## src/rtl/link_framer_pkg.sv

```systemverilog
package link_framer_pkg;

   typedef enum logic {
      FMT_SHORT = 1'b0,
      FMT_LONG  = 1'b1
   } fmt_e;

   function automatic fmt_e fmt_of(input logic long_sel);
      return long_sel ? FMT_LONG : FMT_SHORT;
   endfunction

endpackage

```

## src/rtl/lf_lfsr.sv

```systemverilog
module lf_lfsr #(
   parameter int                 LFSR_W = 16,
   parameter logic [LFSR_W-1:0]  TAPS   = 16'h801C,
   parameter logic [LFSR_W-1:0]  SEED   = 16'hACE1,
   parameter int                 STEP   = 8
) (
   input  logic            clk,
   input  logic            rst_n,
   input  logic            reseed,
   input  logic            advance,
   output logic [STEP-1:0] ks
);

   if (SEED == '0) begin : g_bad_seed
      $error("lf_lfsr: SEED must be nonzero");
   end
   if (TAPS[LFSR_W-1] != 1'b1) begin : g_bad_taps
      $error("lf_lfsr: TAPS must include the top bit");
   end

   logic [LFSR_W-1:0] st;
   logic [LFSR_W-1:0] chain [0:STEP];

   assign chain[0] = st;

   for (genvar i = 0; i < STEP; i++) begin : g_step
      assign ks[i]       = chain[i][LFSR_W-1];
      assign chain[i+1]  = {chain[i][LFSR_W-2:0], ^(chain[i] & TAPS)};
   end

   always_ff @(posedge clk or negedge rst_n) begin
      if (!rst_n)       st <= SEED;
      else if (reseed)  st <= SEED;
      else if (advance) st <= chain[STEP];
   end

   assert_state_live_R3: assert property (@(posedge clk) disable iff (!rst_n)
      st != '0);

endmodule

```

## src/rtl/lf_tx.sv

```systemverilog
module lf_tx
   import link_framer_pkg::*;
#(
   parameter int                W_SHORT = 24,
   parameter int                W_LONG  = 32,
   parameter int                BYTE_W  = 8,
   parameter int                LFSR_W  = 16,
   parameter logic [LFSR_W-1:0] TAPS    = 16'h801C,
   parameter logic [LFSR_W-1:0] SEED    = 16'hACE1,
   localparam int               PAY_W   = W_LONG - 2
) (
   input  logic              clk,
   input  logic              rst_n,
   input  logic              link_start,
   input  logic              mode_long,
   input  logic              in_valid,
   output logic              in_ready,
   input  logic [PAY_W-1:0]  in_payload,
   input  logic              in_ctrl,
   output logic              out_valid,
   input  logic              out_ready,
   output logic [BYTE_W-1:0] out_byte
);

   localparam int NB_S  = W_SHORT / BYTE_W;
   localparam int NB_L  = W_LONG / BYTE_W;
   localparam int CNT_W = $clog2(NB_L);
   localparam logic [CNT_W-1:0] LAST_S = CNT_W'(NB_S - 1);
   localparam logic [CNT_W-1:0] LAST_L = CNT_W'(NB_L - 1);

   logic              busy;
   fmt_e              cur_fmt;
   logic [CNT_W-1:0]  idx;
   logic [W_LONG-1:0] shreg;
   logic [W_LONG-1:0] frame;
   logic [BYTE_W-1:0] ks;
   logic              take, move, last;

   assign in_ready  = !busy;
   assign out_valid = busy;
   assign take      = in_valid && !busy && !link_start;
   assign move      = busy && out_ready && !link_start;
   assign last      = idx == ((cur_fmt == FMT_LONG) ? LAST_L : LAST_S);
   assign out_byte  = shreg[BYTE_W-1:0] ^ ks;

   always_comb begin
      frame = '0;
      if (mode_long) begin
         frame[PAY_W-1:0] = in_payload;
         frame[W_LONG-2]  = in_ctrl;
         frame[W_LONG-1]  = ^{in_ctrl, in_payload};
      end else begin
         frame[W_SHORT-3:0] = in_payload[W_SHORT-3:0];
         frame[W_SHORT-2]   = in_ctrl;
         frame[W_SHORT-1]   = ^{in_ctrl, in_payload[W_SHORT-3:0]};
      end
   end

   lf_lfsr #(.LFSR_W(LFSR_W), .TAPS(TAPS), .SEED(SEED), .STEP(BYTE_W)) u_scr (
      .clk    (clk),
      .rst_n  (rst_n),
      .reseed (link_start),
      .advance(move),
      .ks     (ks)
   );

   always_ff @(posedge clk or negedge rst_n) begin
      if (!rst_n) begin
         busy    <= 1'b0;
         idx     <= '0;
         shreg   <= '0;
         cur_fmt <= FMT_SHORT;
      end else if (link_start) begin
         busy <= 1'b0;
         idx  <= '0;
      end else if (take) begin
         busy    <= 1'b1;
         idx     <= '0;
         shreg   <= frame;
         cur_fmt <= fmt_of(mode_long);
      end else if (move) begin
         shreg <= shreg >> BYTE_W;
         if (last) begin
            busy <= 1'b0;
            idx  <= '0;
         end else begin
            idx <= idx + 1'b1;
         end
      end
   end

   assert_byte_hold_R5: assert property (@(posedge clk) disable iff (!rst_n || link_start)
      (out_valid && !out_ready) |=> (out_valid && $stable(out_byte)));

   assert_busy_after_take_R5: assert property (@(posedge clk) disable iff (!rst_n || link_start)
      (in_valid && in_ready) |=> (out_valid && !in_ready));

   assert_start_drops_tx_R7: assert property (@(posedge clk) disable iff (!rst_n)
      link_start |=> !out_valid);

endmodule

```

## src/rtl/lf_rx.sv

```systemverilog
module lf_rx
   import link_framer_pkg::*;
#(
   parameter int                W_SHORT = 24,
   parameter int                W_LONG  = 32,
   parameter int                BYTE_W  = 8,
   parameter int                LFSR_W  = 16,
   parameter logic [LFSR_W-1:0] TAPS    = 16'h801C,
   parameter logic [LFSR_W-1:0] SEED    = 16'hACE1,
   localparam int               PAY_W   = W_LONG - 2
) (
   input  logic              clk,
   input  logic              rst_n,
   input  logic              link_start,
   input  logic              mode_long,
   input  logic              in_valid,
   input  logic [BYTE_W-1:0] in_byte,
   output logic              out_valid,
   output logic [PAY_W-1:0]  out_payload,
   output logic              out_ctrl,
   output logic              out_par_err
);

   localparam int NB_S  = W_SHORT / BYTE_W;
   localparam int NB_L  = W_LONG / BYTE_W;
   localparam int CNT_W = $clog2(NB_L);
   localparam logic [CNT_W-1:0] LAST_S = CNT_W'(NB_S - 1);
   localparam logic [CNT_W-1:0] LAST_L = CNT_W'(NB_L - 1);

   logic [CNT_W-1:0]  idx;
   fmt_e              cur_fmt, eff_fmt;
   logic [W_LONG-1:0] acc, full;
   logic [BYTE_W-1:0] ks, plain;
   logic              step, last;

   assign step    = in_valid && !link_start;
   assign plain   = in_byte ^ ks;
   assign eff_fmt = (idx == '0) ? fmt_of(mode_long) : cur_fmt;
   assign last    = idx == ((eff_fmt == FMT_LONG) ? LAST_L : LAST_S);

   always_comb begin
      full = acc;
      for (int j = 0; j < NB_L; j++) begin
         if (idx == CNT_W'(j)) full[j*BYTE_W +: BYTE_W] = plain;
      end
   end

   lf_lfsr #(.LFSR_W(LFSR_W), .TAPS(TAPS), .SEED(SEED), .STEP(BYTE_W)) u_dscr (
      .clk    (clk),
      .rst_n  (rst_n),
      .reseed (link_start),
      .advance(step),
      .ks     (ks)
   );

   always_ff @(posedge clk or negedge rst_n) begin
      if (!rst_n) begin
         idx         <= '0;
         acc         <= '0;
         cur_fmt     <= FMT_SHORT;
         out_valid   <= 1'b0;
         out_par_err <= 1'b0;
         out_payload <= '0;
         out_ctrl    <= 1'b0;
      end else begin
         out_valid   <= 1'b0;
         out_par_err <= 1'b0;
         if (link_start) begin
            idx <= '0;
            acc <= '0;
         end else if (step) begin
            if (last) begin
               idx         <= '0;
               acc         <= '0;
               out_valid   <= 1'b1;
               out_par_err <= ^full;
               if (eff_fmt == FMT_LONG) begin
                  out_payload <= full[PAY_W-1:0];
                  out_ctrl    <= full[W_LONG-2];
               end else begin
                  out_payload <= PAY_W'(full[W_SHORT-3:0]);
                  out_ctrl    <= full[W_SHORT-2];
               end
            end else begin
               acc <= full;
               idx <= idx + 1'b1;
               if (idx == '0) cur_fmt <= eff_fmt;
            end
         end
      end
   end

   assert_err_in_strobe_R9: assert property (@(posedge clk) disable iff (!rst_n)
      out_par_err |-> out_valid);

   assert_strobe_single_R8: assert property (@(posedge clk) disable iff (!rst_n)
      out_valid |=> !out_valid);

   assert_start_drops_rx_R7: assert property (@(posedge clk) disable iff (!rst_n)
      link_start |=> !out_valid);

endmodule

```

## src/rtl/link_framer.sv

```systemverilog
module link_framer #(
   parameter int                W_SHORT = 24,
   parameter int                W_LONG  = 32,
   parameter int                BYTE_W  = 8,
   parameter int                LFSR_W  = 16,
   parameter logic [LFSR_W-1:0] TAPS    = 16'h801C,
   parameter logic [LFSR_W-1:0] SEED    = 16'hACE1,
   localparam int               PAY_W   = W_LONG - 2
) (
   input  logic              clk,
   input  logic              rst_n,
   input  logic              link_start,
   input  logic              tx_mode_long,
   input  logic              tx_valid,
   output logic              tx_ready,
   input  logic [PAY_W-1:0]  tx_payload,
   input  logic              tx_ctrl,
   output logic              lnk_valid,
   input  logic              lnk_ready,
   output logic [BYTE_W-1:0] lnk_byte,
   input  logic              rx_mode_long,
   input  logic              rx_valid,
   input  logic [BYTE_W-1:0] rx_byte,
   output logic              rx_word_valid,
   output logic [PAY_W-1:0]  rx_payload,
   output logic              rx_ctrl,
   output logic              rx_par_err
);

   if (W_SHORT % BYTE_W != 0 || W_LONG % BYTE_W != 0) begin : g_bad_width
      $error("link_framer: word widths must be whole bytes");
   end
   if (W_SHORT >= W_LONG) begin : g_bad_order
      $error("link_framer: short word must be narrower than long word");
   end
   if (W_SHORT / BYTE_W < 2) begin : g_bad_short
      $error("link_framer: short word needs at least two bytes");
   end

   lf_tx #(.W_SHORT(W_SHORT), .W_LONG(W_LONG), .BYTE_W(BYTE_W),
           .LFSR_W(LFSR_W), .TAPS(TAPS), .SEED(SEED)) u_tx (
      .clk       (clk),
      .rst_n     (rst_n),
      .link_start(link_start),
      .mode_long (tx_mode_long),
      .in_valid  (tx_valid),
      .in_ready  (tx_ready),
      .in_payload(tx_payload),
      .in_ctrl   (tx_ctrl),
      .out_valid (lnk_valid),
      .out_ready (lnk_ready),
      .out_byte  (lnk_byte)
   );

   lf_rx #(.W_SHORT(W_SHORT), .W_LONG(W_LONG), .BYTE_W(BYTE_W),
           .LFSR_W(LFSR_W), .TAPS(TAPS), .SEED(SEED)) u_rx (
      .clk        (clk),
      .rst_n      (rst_n),
      .link_start (link_start),
      .mode_long  (rx_mode_long),
      .in_valid   (rx_valid),
      .in_byte    (rx_byte),
      .out_valid  (rx_word_valid),
      .out_payload(rx_payload),
      .out_ctrl   (rx_ctrl),
      .out_par_err(rx_par_err)
   );

endmodule

```

## config.mk

```make
export PLATFORM = sky130hd
export DESIGN_NAME = link_framer
export DESIGN_NICKNAME = d
export VERILOG_FILES = /design/src/rtl/link_framer_pkg.sv /design/src/rtl/lf_lfsr.sv /design/src/rtl/lf_tx.sv /design/src/rtl/lf_rx.sv /design/src/rtl/link_framer.sv
export SDC_FILE = /design/constraint.sdc
export NUM_CORES = 1
export LEC_CHECK = 0
export BUFFER_PORTS_ARGS = -buffer_cell sky130_fd_sc_hd__buf_2
export CAP_MARGIN = 40
export CORE_MARGIN = 4
export CORE_UTILIZATION = 50
export DETAILED_ROUTE_END_ITERATION = 8
export GPL_TIMING_DRIVEN = 0
export MAX_ROUTING_LAYER = met4
export PLACE_DENSITY = 0.7
export SLEW_MARGIN = 10
export SYNTH_ARGS = -nofsm -noshare
export SYNTH_HDL_FRONTEND = slang
export SYNTH_HIERARCHICAL = 1
export SYNTH_SLANG_ARGS = --single-unit
```

## constraint.sdc

```tcl
create_clock -name clk -period 5.58 [get_ports clk]
set_input_delay 0.279 -clock clk [delete_from_list [all_inputs] [get_ports clk]]
set_output_delay 0.279 -clock clk [all_outputs]
set_load 0.02 [all_outputs]
```

Yosys cells after proc, flatten, opt, wreduce, memory -nomap -nowiden
Index checks and enable logic that the tools add are counted.
{ "classes": {"n_div": 0, "shift": 0, "n_eq_ne": 5, "n_reduce_logical": 37, "multipliers": 0, "n_bitwise": 4, "mux": 39, "magnitude_cmp": 0, "n_addsub": 2} }
{ "ops": {"columns": ["operator", "count"], "rows": [
  ["16-bit parity", 16],
  ["32-bit 2-to-1 mux", 5],
  ["16-bit 2-to-1 mux", 4],
  ["8-bit 2-to-1 mux", 5],
  ["32-bit parity", 1],
  ["31-bit parity", 1],
  ["30-bit 2-to-1 mux", 1],
  ["24-bit 2-to-1 mux", 1],
  ["23-bit parity", 1],
  ["1-bit 2-to-1 mux", 16],
  ["8-bit bitwise XOR", 2],
  ["2-bit 2-to-1 mux", 7],
  ["2-bit AND reduction", 3],
  ["2-bit nonzero test", 3],
  ["3-bit nonzero test", 2],
  ["1-bit logical AND", 5],
  ["2-bit by 1-bit adder with 2-bit output, second input constant", 2],
  ["2-bit equality test", 2],
  ["2-bit equality test, second input constant", 2],
  ["4-bit AND reduction", 1],
  ["3-bit AND reduction", 1],
  ["2-bit by 1-bit equality test with 1-bit output, second input constant", 1],
  ["1-bit zero test", 2],
  ["2-bit zero test", 1],
  ["1-bit NOT", 2]
]} }
{ "totals": {"reg_bits": 136, "latchBits": 0, "rom_bits": 0, "in_bits": 47, "wordCells": 100, "n_memories": 0, "out_inout_bits": 43, "ramBits": 0} }

Logic depth before layout (Yosys ltp)
{ "depth": {"word_depth": 7, "depth_mapped": 11, "mapped_depth_nobuf": 10} }

Cells and area by module
Netlist, hierarchy kept.
{ "by_module_without_submodules": {"columns": ["module", "n_inst", "seq_area_each_um2", "cells_each", "area_per_inst_um2"], "rows": [
  ["lf_rx", 1, 1701.6, 339, 3554.7],
  ["lf_lfsr", 2, 410.4, 91, 1014.7],
  ["lf_tx", 1, 900.9, 187, 1988.2]
]} }

Worst setup path before layout
Ideal clock, no wire load.
{ "synth_timing": {"path_kind": "register to register", "startpoint": "register u_rx.idx[0]", "endpoint": "register u_rx.out_par_err", "path_buffers": 1, "t_arrival_ns": 2.236, "setup_slack_ns": 3.225, "t_required_ns": 5.461, "stages_incl_launch_ff": 11, "synth_period_minus_slack_ns": 2.355, "setup_time_ns": 0.119, "path_cell_list": "dfrtp_1 inv_1 ha_1 clkbuf_1 mux2i_1 xnor2_1 xnor2_1 xnor2_1 xnor3_1 xnor2_1 nor2_1"} }
{ "synth_between": {"elab_chain_cells": 7, "elab_cells_between_ends": 15, "classes_between": "eq/ne: 4; mux: 9; reduce/logical: 2"} }
{ "synth_rtl": {"columns": ["item", "line_no", "text"], "rows": [
  ["start, declared", "lf_rx.sv:30", "logic [CNT_W-1:0] idx;"],
  ["start signal, assigned", "lf_rx.sv:86", "idx <= idx + 1'b1;"],
  ["parallel branches: the longest is 4 deep, another holds 32-bit parity", null, null],
  ["1-bit 2-to-1 mux *", "lf_rx.sv:72", "if (last) begin"],
  ["1-bit 2-to-1 mux *", "lf_rx.sv:71", "end else if (step) begin"],
  ["1-bit 2-to-1 mux *", "lf_rx.sv:68", "if (link_start) begin"],
  ["end signal, assigned", "lf_rx.sv:76", "out_par_err <= ^full;"],
  ["end, declared", "lf_rx.sv:21", "output logic out_par_err"]
]} }
Mark *: on every way between the ends.
A chain may end at the register's enable or synchronous reset.

Worst setup path after layout
{ "layout_timing": {"startpoint": "register u_rx.idx[0]", "endpoint": "register u_rx.acc[18]"} }
{ "layout_between": {"elab_chain_cells": 7, "elab_cells_between_ends": 9, "classes_between": "eq/ne: 2; mux: 6; reduce/logical: 1"} }
{ "layout_rtl": {"columns": ["item", "line_no", "text"], "rows": [
  ["2-bit zero test", "lf_rx.sv:38", "assign eff_fmt = (idx == '0) ? fmt_of(mode_long) : cur_fmt;"],
  ["1-bit 2-to-1 mux", "lf_rx.sv:38", null],
  ["1-bit 2-to-1 mux", "lf_rx.sv:39", "assign last = idx == ((eff_fmt == FMT_LONG) ? LAST_L : LAST_S);"],
  ["2-bit equality test", "lf_rx.sv:39", null],
  ["32-bit 2-to-1 mux *", "lf_rx.sv:72", null],
  ["32-bit 2-to-1 mux *", "lf_rx.sv:71", null],
  ["32-bit 2-to-1 mux *", "lf_rx.sv:68", null],
  ["end signal, assigned", "lf_rx.sv:85", "acc <= full;"],
  ["end, declared", "lf_rx.sv:32", "logic [W_LONG-1:0] acc, full;"]
]} }
Every way passes the cells marked *; elsewhere a longest branch is shown, timed or not. The select of a mux whose other input is x is not followed.

==> metrics.md <==
| Metric | Value |
|---|---|
| Die area | 17200 µm² |
| Placer's final routability congestion estimate | ~0.89 |
| Dominant cell type by area after synthesis | dfrtp_1 |
| Total CTS buffers | 17 |
| PortBufs | between 80 and 90 |
| Slew margin rel. | 0.556 |
| Site row count | 44 |
| Most frequent cells in the layout | dfrtp_1 (120), buf_2 (101), nand2_1 (87) |
| Crit path DAT | 3.21 ns |
| CP Data Required Time | around 6 ns |
| Layout cells sized above 1 | 0.235 |
| Synth async-reset ratio | 1.00 |
| Cell Area, Synth | approximately 7600 µm² |
| Final period utilization | 0.512 |
| Drt drc | 0 |
| H-tree depth | 4 |
| Post-Syn Instances | 708 |
| Total gr overflow | 0 |
| Initial Utilization | 0.515 |
| CTS Hold Bufs | 1 |
| Multi-input logic area | 3790 µm² |
| Post-synthesis sequential area ratio | 0.452 |
| Ys flop type | dfrtp_1 |
| Beginning of the critical path | u_rx/idx[0] |
| Max Clock Skew | approximately 0.007 ns |
| Fin Setup TNS | 0 ns |
| Nets@finish | 869 |
| Final Max Tran Viols | 0 |
| Global-route wire length before repair | 28800 µm |
| 1st-pass router iterations | 5 |
| RSZ-0062 raised after global routing | false |
| Area occupied by registers | 3420 µm² |
| CTS tree | done |
| R2r setup slk | 2.72 ns |
| Worst vdd ir | around 0.00024 V |
| R2R cell count | 9 |
| Via count | 5555 |
| CTS root buf | clkbuf_16 |
| Syn_area_per_cell | 10.7 µm² |
| #FFs+latches synth | about 140 |
| Worst-Margin Slew | 0.665 ns |
| Vias in the first global route | 5479 |
| Skew-Pair Late Insertion Delay | 0.42 ns |
| Placed cells | 982 |
| Critical path class | flip-flop to flip-flop |
| Distinct cells, synth | 47 |
| Synthesis-to-layout area growth | 17.8% |
| Pwr dens | 373 nW/µm² |
| Post-synth top area share | 0.397 |
| Die H | 131 µm |
| Finished Layout Cells | slightly above 1000 |
| R2r endpoint | u_rx/acc[18] |
| ANT cells | 0 |
| Critical Path Sink | u_rx/acc[18] |
| Status | finished, final reports clean |
| GRT Total Usage | 0.223 |
| Startpoint Class | flip-flop |
| Commonest non-fill, non-tap cell in the layout | dfrtp_1 |
| Clk buf depth | 2 |
| Routed wire length | 17400 µm |
| Warning count from the yosys run | 6 |
| IO Count | 90 |
| Fmax | 0.350 GHz |
| Vias per std cell | 5.47 |
| Largest net degree at the start of global routing | between 90 and 100 |
| Core area | roughly 15000 µm² |
| Leakage | 4.02 nW |
| Final Hold Vio Count | 0 |
| Cts repair resizes | 0 |
| Finish-stage setup viols | 0 |
| Power Total | 3.32 mW |
| Crit-path max FO | 10 |
| Final ANT Viol Nets | 0 |
| Total nets after synthesis | 759 |
| Hold crit path type | primary input to flip-flop |
| Post-synth EDFFs | 0 |
| Max cap viols | 0 |
| Worst setup EP type | flip-flop |
| Initial antenna violation count | 0 |
| DIE WIDTH | around 130 µm |
| Post-CTS repair timing setup buffer count | 0 |
| Fill cells | 1240 |
| Sink Count | approximately 140 |
| DP Wirelength | 12500 µm |
| DR WL/cell | 17.2 µm |
| Fin crit period | 2.86 ns |
| Largest cells by area after synthesis | dfrtp_1 (40%), xnor2_1 (8.1%), dfstp_2 (5.6%) |
| 1st-iter DRT viols | 435 |
| RR Startpoint | u_rx/idx[0] |
| Clk slew on worst S/H paths | roughly 0.06 ns |
[how the worst min path moves through the flow]
stage | start | to | cells after the start
2_1_floorplan | rst_n | u_rx/acc[0] | 0
3_3_place_gp | u_rx/out_payload[29] | u_rx/out_payload[29] | 2
3_5_place_dp | rst_n | u_tx/u_scr/st[8] | 1
4_1_cts | tx_payload[4] | u_tx/shreg[4] | 3
5_1_grt | tx_payload[11] | u_tx/shreg[11] | 3
6_report | tx_payload[4] | u_tx/shreg[4] | 3
[metal layers]
metal | wire length, µm | track usage | vias up | share of wire
met5 | 0 | - | - | 0
met4 | 280 | 0.0714 | 0 | 0.016
met3 | 895 | 0.0446 | 29 | 0.051
met2 | 8280 | 0.342 | 162 | 0.48
met1 | 7970 | 0.300 | 2723 | 0.46
li1 | - | - | 2641 | -
[Yosys cell counts (8+ instances only)]
| master | n |
|---|---|
| xnor3_1 | 16 |
| mux2i_1 | 40 |
| a32o_1 | 9 |
| nor2_1 | 43 |
| buf_4 | 16 |
| a21oi_1 | 13 |
| o22ai_1 | 8 |
| buf_2 | 13 |
| a22o_1 | 23 |
| clkbuf_1 | 26 |
| o21ai_1 | 21 |
| xor2_1 | 33 |
| xnor2_1 | 70 |
| nand2_1 | 87 |
| dfstp_2 | 16 |
| o21ai_0 | 49 |
| a211o_1 | 8 |
| dfrtp_1 | 120 |
| nor2b_1 | 16 |
[state kept, by name, summed over array words and instances, names as in the netlist]
| signal | cells |
|---|---|
| u_rx/acc | 32 |
| u_tx/shreg | 32 |
| u_rx/out_payload | 30 |
| u_rx/u_dscr/st | 16 |
| u_tx/u_scr/st | 16 |
| u_rx/idx | 2 |
| u_tx/idx | 2 |
| u_rx/cur_fmt | 1 |
| u_rx/out_ctrl | 1 |
| u_rx/out_par_err | 1 |
| u_rx/out_valid | 1 |
| u_tx/cur_fmt | 1 |
| u_tx/out_valid | 1 |
[power by group]
part / internal [mW] / switching (mW) / leakage [nW] / total (mW)
combinational: 0.441 / 0.492 / 1.95 / 0.933
clock: 0.751 / 0.431 / 0.295 / 1.18
sequential: 1.12 / 0.0879 / 1.77 / 1.21
[final cells by class]
type | instances | share of cell area
Buffer | 59 | 0.0376
Tap cell | 184 | 0.0258
Sequential cell | 136 | 0.384
Clock inverter | 10 | 0.0160
Timing Repair Buffer | 91 | 0.0549
Multi-Input combinational cell | 506 | 0.425
Clock buffer | 22 | 0.0543
Inverter | 7 | 0.00295
[stage by stage]
stage               instance area [µm²]   util  setup slack, ns  hold WS (ns)
floorplan                          7570      -             3.23       -0.0166
global placement                   8250  0.561             2.44         0.459
detailed placement                 8280  0.563             2.70         0.224
CTS                                8920  0.607             2.71        0.0878
global route                       8920  0.607             2.47         0.106
finish                             8920  0.607             2.72         0.103
[critical path: stages (launching register included)]
cell and delay [ns]:
dfrtp_1 0.44, inv_1 0.12, ha_1 0.14, buf_2 0.24
mux2i_4 0.47, xnor2_1 0.19, nand2b_1 0.14, nand2_1 0.21
o22ai_1 0.60, a22o_1 0.25
[logic make-up (layout without fill, tap and decap cells)]
group | after synthesis | count (layout) | synth area share
AO/OA/AOI/OAI | 156 | 156 | 0.135
multiplexers | 48 | 48 | 0.0663
flip-flops | 136 | 136 | 0.452
AND/OR/NAND/NOR | 166 | 166 | 0.0945
XOR/XNOR | 132 | 132 | 0.198
buffers and inverters | 66 | 189 | 0.0478
adder cells (fa/ha/maj) | 4 | 4 | 0.00661
Note: power is estimated with default switching activity, not from simulation.
